### src/rtl/clkstat_pkg.sv
`timescale 1ns/1ps
package clkstat_pkg;
    localparam int NSRC     = 3;
    localparam int SRC_LOCK = 0;
    localparam int SRC_OSC  = 1;
    localparam int SRC_LV   = 2;
    localparam int ADDR_W   = 2;
    localparam int DATA_W   = 8;

    localparam logic [ADDR_W-1:0] A_STATUS = 2'd0;
    localparam logic [ADDR_W-1:0] A_FLAGS  = 2'd1;
    localparam logic [ADDR_W-1:0] A_ENABLE = 2'd2;

    typedef enum logic [1:0] {
        OSC_OFF       = 2'd0,
        OSC_WAIT_LOCK = 2'd1,
        OSC_RUNNING   = 2'd2
    } osc_state_t;

    typedef enum logic {
        LV_NORMAL = 1'b0,
        LV_LOW    = 1'b1
    } lv_state_t;
endpackage

### src/rtl/clkstat_lock_track.sv
`timescale 1ns/1ps
module clkstat_lock_track (
    input  logic clk,
    input  logic rst_n,
    input  logic pll_lock_raw,
    input  logic pll_reconfig,
    output logic lock_st
);
    always_ff @(posedge clk or negedge rst_n) begin
        if (!rst_n) begin
            lock_st <= 1'b0;
        end else begin
            lock_st <= pll_lock_raw & ~pll_reconfig;
        end
    end
endmodule

### src/rtl/clkstat_osc_fsm.sv
`timescale 1ns/1ps
module clkstat_osc_fsm
    import clkstat_pkg::*;
(
    input  logic clk,
    input  logic rst_n,
    input  logic osc_enable,
    input  logic full_stop,
    input  logic lock_st,
    input  logic pll_reconfig,
    output logic osc_up
);
    osc_state_t state_q, state_d;

    always_ff @(posedge clk or negedge rst_n) begin
        if (!rst_n) begin
            state_q <= OSC_OFF;
        end else begin
            state_q <= state_d;
        end
    end

    always_comb begin
        state_d = state_q;
        if (!osc_enable || full_stop) begin
            state_d = OSC_OFF;
        end else begin
            unique case (state_q)
                OSC_OFF:       state_d = OSC_WAIT_LOCK;
                OSC_WAIT_LOCK: if (lock_st && !pll_reconfig) state_d = OSC_RUNNING;
                OSC_RUNNING:   if (!lock_st || pll_reconfig) state_d = OSC_WAIT_LOCK;
                default:       state_d = OSC_OFF;
            endcase
        end
    end

    always_comb begin
        osc_up = (state_q == OSC_RUNNING);
    end
endmodule

### src/rtl/clkstat_lv_fsm.sv
`timescale 1ns/1ps
module clkstat_lv_fsm
    import clkstat_pkg::*;
(
    input  logic clk,
    input  logic rst_n,
    input  logic vdd_below_assert,
    input  logic vdd_above_release,
    output logic lv_st
);
    lv_state_t state_q, state_d;

    always_ff @(posedge clk or negedge rst_n) begin
        if (!rst_n) begin
            state_q <= LV_NORMAL;
        end else begin
            state_q <= state_d;
        end
    end

    always_comb begin
        state_d = state_q;
        unique case (state_q)
            LV_NORMAL: if (vdd_below_assert)  state_d = LV_LOW;
            LV_LOW:    if (vdd_above_release) state_d = LV_NORMAL;
            default:   state_d = LV_NORMAL;
        endcase
    end

    always_comb begin
        lv_st = (state_q == LV_LOW);
    end
endmodule

### src/rtl/clkstat_flag_bank.sv
`timescale 1ns/1ps
module clkstat_flag_bank #(
    parameter int N = 3
) (
    input  logic         clk,
    input  logic         rst_n,
    input  logic [N-1:0] status,
    input  logic [N-1:0] clr,
    input  logic [N-1:0] en,
    output logic [N-1:0] flags,
    output logic         irq
);
    for (genvar i = 0; i < N; i++) begin : g_src
        logic prev_q;
        logic flag_q;
        always_ff @(posedge clk or negedge rst_n) begin
            if (!rst_n) begin
                prev_q <= 1'b0;
                flag_q <= 1'b0;
            end else begin
                prev_q <= status[i];
                flag_q <= (flag_q & ~clr[i]) | (status[i] ^ prev_q);
            end
        end
        assign flags[i] = flag_q;
    end

    always_comb begin
        irq = |(flags & en);
    end
endmodule

### src/rtl/clkstat_irq_unit.sv
`timescale 1ns/1ps
module clkstat_irq_unit
    import clkstat_pkg::*;
#(
    parameter int AW = ADDR_W,
    parameter int DW = DATA_W
) (
    input  logic          clk,
    input  logic          rst_n,
    input  logic          pll_lock_raw,
    input  logic          pll_reconfig,
    input  logic          osc_enable,
    input  logic          full_stop,
    input  logic          vdd_below_assert,
    input  logic          vdd_above_release,
    input  logic          reg_wr,
    input  logic [AW-1:0] reg_addr,
    input  logic [DW-1:0] reg_wdata,
    output logic [DW-1:0] reg_rdata,
    output logic          irq
);
    logic            lock_st, osc_up, lv_st;
    logic [NSRC-1:0] status, flags, flag_clr, irq_en;
    logic            unused_wdata_hi;

    assign unused_wdata_hi = ^reg_wdata[DW-1:NSRC];

    clkstat_lock_track u_lock (
        .clk          (clk),
        .rst_n        (rst_n),
        .pll_lock_raw (pll_lock_raw),
        .pll_reconfig (pll_reconfig),
        .lock_st      (lock_st)
    );

    clkstat_osc_fsm u_osc (
        .clk          (clk),
        .rst_n        (rst_n),
        .osc_enable   (osc_enable),
        .full_stop    (full_stop),
        .lock_st      (lock_st),
        .pll_reconfig (pll_reconfig),
        .osc_up       (osc_up)
    );

    clkstat_lv_fsm u_lv (
        .clk               (clk),
        .rst_n             (rst_n),
        .vdd_below_assert  (vdd_below_assert),
        .vdd_above_release (vdd_above_release),
        .lv_st             (lv_st)
    );

    always_comb begin
        status           = '0;
        status[SRC_LOCK] = lock_st;
        status[SRC_OSC]  = osc_up;
        status[SRC_LV]   = lv_st;
        flag_clr         = (reg_wr && reg_addr == A_FLAGS) ? reg_wdata[NSRC-1:0] : '0;
    end

    always_ff @(posedge clk or negedge rst_n) begin
        if (!rst_n) begin
            irq_en <= '0;
        end else if (reg_wr && reg_addr == A_ENABLE) begin
            irq_en <= reg_wdata[NSRC-1:0];
        end
    end

    clkstat_flag_bank #(.N(NSRC)) u_flags (
        .clk    (clk),
        .rst_n  (rst_n),
        .status (status),
        .clr    (flag_clr),
        .en     (irq_en),
        .flags  (flags),
        .irq    (irq)
    );

    always_comb begin
        reg_rdata = '0;
        unique case (reg_addr)
            A_STATUS: reg_rdata[NSRC-1:0] = status;
            A_FLAGS:  reg_rdata[NSRC-1:0] = flags;
            A_ENABLE: reg_rdata[NSRC-1:0] = irq_en;
            default:  reg_rdata = '0;
        endcase
    end
endmodule

### config.mk
export PLATFORM = sky130hd
export DESIGN_NAME = clkstat_irq_unit
export DESIGN_NICKNAME = d
export VERILOG_FILES = /design/src/rtl/clkstat_pkg.sv /design/src/rtl/clkstat_lock_track.sv /design/src/rtl/clkstat_osc_fsm.sv /design/src/rtl/clkstat_lv_fsm.sv /design/src/rtl/clkstat_flag_bank.sv /design/src/rtl/clkstat_irq_unit.sv
export SDC_FILE = /design/constraint.sdc
export NUM_CORES = 1
export LEC_CHECK = 0
export BUFFER_PORTS_ARGS = -buffer_cell sky130_fd_sc_hd__buf_4
export CORE_MARGIN = 2
export CORE_UTILIZATION = 43
export CTS_BUF_LIST = sky130_fd_sc_hd__clkbuf_4
export DETAILED_ROUTE_END_ITERATION = 10
export GPL_ROUTABILITY_DRIVEN = 0
export GPL_TIMING_DRIVEN = 0
export HOLD_SLACK_MARGIN = 0.06
export PLACE_DENSITY = 0.84
export SYNTH_ARGS = -nofsm -noshare
export SYNTH_HDL_FRONTEND = slang
export SYNTH_SLANG_ARGS = --single-unit
### constraint.sdc
create_clock -name clk -period 1.13 [get_ports clk]
set_clock_uncertainty 0.15 [all_clocks]
set_input_delay 0.0565 -clock clk [delete_from_list [all_inputs] [get_ports clk]]
set_output_delay 0.0565 -clock clk [all_outputs]
set_load 0.1 [all_outputs]
---- After elaboration in Yosys (flattened, before gate mapping) ----
Index checks and enable logic that the tools add are counted.
word-level totals
  logic and storage cells ................. 53
  bits in registers ....................... 13
  output and inout port bits .............. 9
  input bits .............................. 19
cells by class
  bitwise gates (word level) .............. 16
  muxes and demuxes ....................... 9
  reduce and logical (&&, ||, !) cells .... 12
  eq/ne operators ......................... 6
operators with widths
  operator                                                                count
  3-bit one-hot mux with 3 select lines                                   1
  2-bit two-way mux                                                       3
  3-bit by 1-bit != test with 1-bit output (second input constant)        2
  2-bit one-hot mux with 3 select lines                                   1
  1-bit NOT                                                               5
  1-bit bitwise AND                                                       4
  2-bit by 1-bit equality test with 1-bit output (second input constant)  2
  2-bit equality test (second input constant)                             2
  2-bit logical NOT                                                       2
  3-bit bitwise AND                                                       1
  1-bit logical AND                                                       3
  1-bit logical NOT                                                       3
  3-bit two-way mux                                                       1
  1-bit OR                                                                3
  3-bit OR reduction                                                      1
  1-bit bitwise XOR                                                       3
  1-bit logical OR                                                        2
  1-bit two-way mux                                                       2
  1-bit one-hot mux with 2 select lines                                   1
  2-bit AND reduction                                                     1

---- Depth between registers and ports, before layout ----
  depth after elaboration ................. 6
  gate-level depth with buffers ........... 4
  mapped depth without buffers ............ 3

---- By module ----
A second synthesis with hierarchy kept.
second synthesis, totals
  cells, all modules ...................... 58
  area, all modules ....................... 703.2 µm²
by module, submodules not included
  module              seq. area each (µm²)  times used  cells each  area an instance (µm²)
  clkstat_irq_unit    75.1                  1           24          276.5
  clkstat_flag_bank   150.1                 1           20          239.0
  clkstat_osc_fsm     50.0                  1           9           110.1
  clkstat_lock_track  25.0                  1           2           38.8
  clkstat_lv_fsm      25.0                  1           3           38.8

---- Least setup slack after synthesis ----
Ideal clock, no wire load.
  path type ............................... reg-to-output
  start ................................... register u_lv.state_q, in the netlist u_lv.lv_st
  end ..................................... output port reg_rdata[2]
  stages on the path, launching flop included .. 3
  buffers on the path ..................... 0
  arrival ................................. 2569 ps
  data required time ...................... 923 ps
  slack ................................... -1645 ps
  cell sequence ........................... dfrtp_1 -> mux2i_1 -> o21ai_0
on the way
  cells in the longest elaborated chain, start to end .. 1
ends and longest elaborated chain
  element                                line                    source
  start: declaration                     clkstat_lv_fsm.sv:11    lv_state_t state_q, state_d;
  start signal: assignment               clkstat_lv_fsm.sv:17    state_q <= state_d;
  3-bit one-hot mux with 3 select lines  clkstat_irq_unit.sv:82  unique case (reg_addr)
  end: declaration                       clkstat_irq_unit.sv:19  output logic [DW-1:0] reg_rdata,
No other way between the ends.

---- Worst setup path in the final report ----
  start ................................... register u_osc.state_q[1]
  end ..................................... output port reg_rdata[1]
on the way
  cells in the longest elaborated chain, start to end .. 2
ends and longest elaborated chain
  element                                line                    source
  start: declaration                     clkstat_osc_fsm.sv:13   osc_state_t state_q, state_d;
  start signal: assignment               clkstat_osc_fsm.sv:19   state_q <= state_d;
  2-bit equality test                    clkstat_osc_fsm.sv:38   osc_up = (state_q == OSC_RUNNING);
  via osc_up                             clkstat_irq_unit.sv:22  logic lock_st, osc_up, lv_st;
  3-bit one-hot mux with 3 select lines  clkstat_irq_unit.sv:82
The timed path passes the listed nets, and every way through them passes these cells.

==> summary.txt <==
Drt
  • Routed Wire Length: 1.686 mm
  • DRC Markers: 0
  • Initial DRC count: 16
  • Antenna violation net count after detailed routing: 0
  • Via count: 595
  • Via density: about 5
  • Router iterations before antenna repair: 5
  • Post-DR wirelength/cell: ~14 um

Finish
  • Fin nets: 125
  • Commonest non-fill, non-tap cells in the layout: buf_4 (23), dlygate4sd3_1 (12), dfrtp_1 (12)
  • Diodes inserted: 0
  • Final core utilization: 0.8168
  • Share of cells above drive strength 1: 0.5429
  • Most common cell after layout, fill and taps aside: buf_4
  • Non-filler cells, final: 121
  • Area Growth Syn to Fin: 81.01%

Place
  • Port bufs: 16
  • Placed cell count: 95
  • DP HPWL: 974.6 um

Global route
  • Largest net degree at the start of global routing: 14
  • Overflow after GRT: 0
  • Vias in the first global route: roughly 570
  • GRT Total Usage: 0.1909
  • First-pass GRT wire length: 2.594 mm
  • Initial antenna violation count: 0

Critical path
  • CP Launch Type: register
  • CP endpoint kind: output port
  • FF-to-FF End: irq_en[0]
  • Worst EP required: 0.92 ns
  • FF-to-FF Start: irq_en[0]
  • Critical Path AT: between 1 and 1.5 ns
  • R2R cell count: 4
  • Worst-path cell chain: nor2b_4, mux2i_2, o21ai_4, buf_12
  • Crit path max fanout: 2
  • R2r setup slk: -0.14 ns
  • Crit-path slowest cell: dfrtp_1
  • Crit Path Class: reg2out
  • Critical Path Max Stage Delay: 0.40 ns

Synth
  • #FFs+latches synth: 13
  • Largest family of logic cells by synthesized area: simple AND/OR/NAND/NOR gates
  • Post-synthesis mux area share: 0.1266
  • Simple-gate share of the synthesized area: 0.1713
  • Synth Area in Adders: 0.01676
  • Register area share after synthesis: 0.4842
  • Compound-Gate Fraction of Synth Area: 0.05959
  • Post-synthesis cell type count: 20
  • Yosys warning count: 0
  • Cells after Synth: 59
  • Synth Area in XOR/XNOR: 0.05214
  • Syn Area/Cell: 11.39 um2
  • Mapped Area: around 670 um2

Clock network
  • Htree depth: 1
  • TritonCTS clock tree: done
  • CTS Sinks: 13
  • Number of buffers created by CTS: 3
  • Worst-path clk slew: 0.07 ns
  • Clock Latency Late Sink: 0.27 ns
  • Clk buf depth: 2
  • Root buf cell: clkbuf_4

Power
  • LEAKAGE: approximately 0.57 nW
  • Design Power: 1.538 mW
  • Max IR drop VDD: 0.001008 V
  • P per Cell Area: 1264 nW/um2

STA
  • Fin Hold WS: 0.04639 ns
  • Fin. Hold Viols: 0
  • Minimum clock period: 1.528 ns
  • Setup-failing EPs final: 6
  • Fin crit share: 1.353
  • Fmax: between 0.6 and 0.7 GHz
  • RSZ-0062 raised after global routing: true
  • Setup ws final: -0.3984 ns
  • Slew Limit Fails: 0
  • Setup TNS: -1.623 ns

Floorplanning
  • Die W: 43.53 um
  • Row count: 14
  • I/O Pins: 28
  • Die Area: 1895 um2
  • Die height: 43.53 um
  • Initial Utilization: 0.4513
  • Core area: between 1000 and 1500 um2

Run status
  • Failing checks: negative setup slack
  • Status: finished with violations

Min path
  • Min-Delay Path Depth: 3
  • Min-delay src: reg_wr
  • Hold Crit Class: in2reg
  • Worst Hold End: irq_en[1]

Job
  • Max cap viols: 0
-- sequential cells by signal, summed over array words and instances (netlist names) --
| name | cells |
|---|---|
| irq_en | 3 |
| u_flags.g_src.flag_q | 3 |
| u_osc.state_q | 2 |
| u_lock.lock_st | 1 |
| u_lv.lv_st | 1 |
| u_flags.g_src.prev_q | 3 |
-- per-stage QoR --
stage	setup slack (ns)	area, um2
2_1_floorplan	-0.2912	720.7
3_3_place_gp	-0.2027	860.8
3_5_place_dp	-0.2219	860.8
4_1_cts	-0.3730	1131
5_1_grt	-0.4271	1216
6_report	-0.3984	1216
-- power by group --
| group | switching [mW] | leakage [nW] | internal [mW] | total (mW) |
|---|---|---|---|---|
| Clock | 0.145 | 0.0184 | 0.161 | 0.306 |
| Sequential | 0.0454 | 0.156 | 0.511 | 0.556 |
| Combinational | 0.382 | 0.397 | 0.294 | 0.676 |
| Total | 0.572 | 0.571 | 0.965 | 1.54 |
-- cells in the mapped netlist (all sizes together) --
master  instances  area share
buf             6       0.073
mux2            3       0.067
nand2           9       0.050
inv             2       0.011
nand3b          1       0.030
mux2i           4       0.060
nor2b           4       0.052
nor3b           1       0.011
nand2b          2       0.019
maj3            1       0.017
dfrtp          13        0.48
conb            1      0.0056
nor2            1      0.0093
a222oi          1       0.015
o21ai           6       0.045
xnor2           4       0.052
-- worst max-delay path by stage --
| stage | startpoint | to | slack (ns) | cells after the start |
|---|---|---|---|---|
| 6_report | u_osc.state_q[1] | reg_rdata[1] | -0.40 | 4 |
| 5_1_grt | u_flags.g_src[0].flag_q | irq | -0.43 | 3 |
| 4_1_cts | u_flags.g_src[0].flag_q | irq | -0.37 | 3 |
| 3_5_place_dp | u_osc.state_q[1] | reg_rdata[1] | -0.22 | 4 |
| 3_3_place_gp | u_osc.state_q[1] | reg_rdata[1] | -0.20 | 4 |
| 2_1_floorplan | u_osc.state_q[0] | reg_rdata[1] | -0.29 | 3 |
-- worst max-delay path: cells and delay by family, from the launching register on --
kind                   cells  cell delay [ns]
DFF                        1             0.40
muxes                      1             0.25
buffers and inverters      1             0.17
and+or+nand+nor            1             0.15
AOI/OAI and AO/OA          1             0.09
-- repair_timing --
action | 4_1_cts | 5_1_grt
hold buffers | 12 | 1
buffers inserted | 6 | 6
endpoints found under the setup margin | 5 | 11
gates cloned | 0 | 0
gates resized for setup | 18 | 9
endpoints found under the hold margin | 23 | 3
pin swaps | 1 | 4
-- layout make-up --
type,count,area [um2]
fill,87,272.8
inverter,2,7.507
timing repair buffer,38,375.4
sequential,13,326.6
buffer,6,48.80
multi-input combinational,42,407.9
tap,16,20.02
clock buffer,4,30.03
-- routing by layer --
metal	track usage	routed length (um)	up-vias
met5	0	0	-
met4	0.08485	39	0
met3	0.04583	83	4
met2	0.3194	862	20
met1	0.2343	702	295
li1	-	-	276
-- logic make-up (layout without fill, tap and decap cells) --
kind of cell    after synthesis  in the layout
xor+xnor                      4              4
compound gates                7              7
other cells                   1              5
flops                        13             13
buf+inv                       8             50
simple gates                 18             18
mux                           7              7
fa+ha+maj                     1              1
No activity file was read; power rests on OpenSTA's default activity.
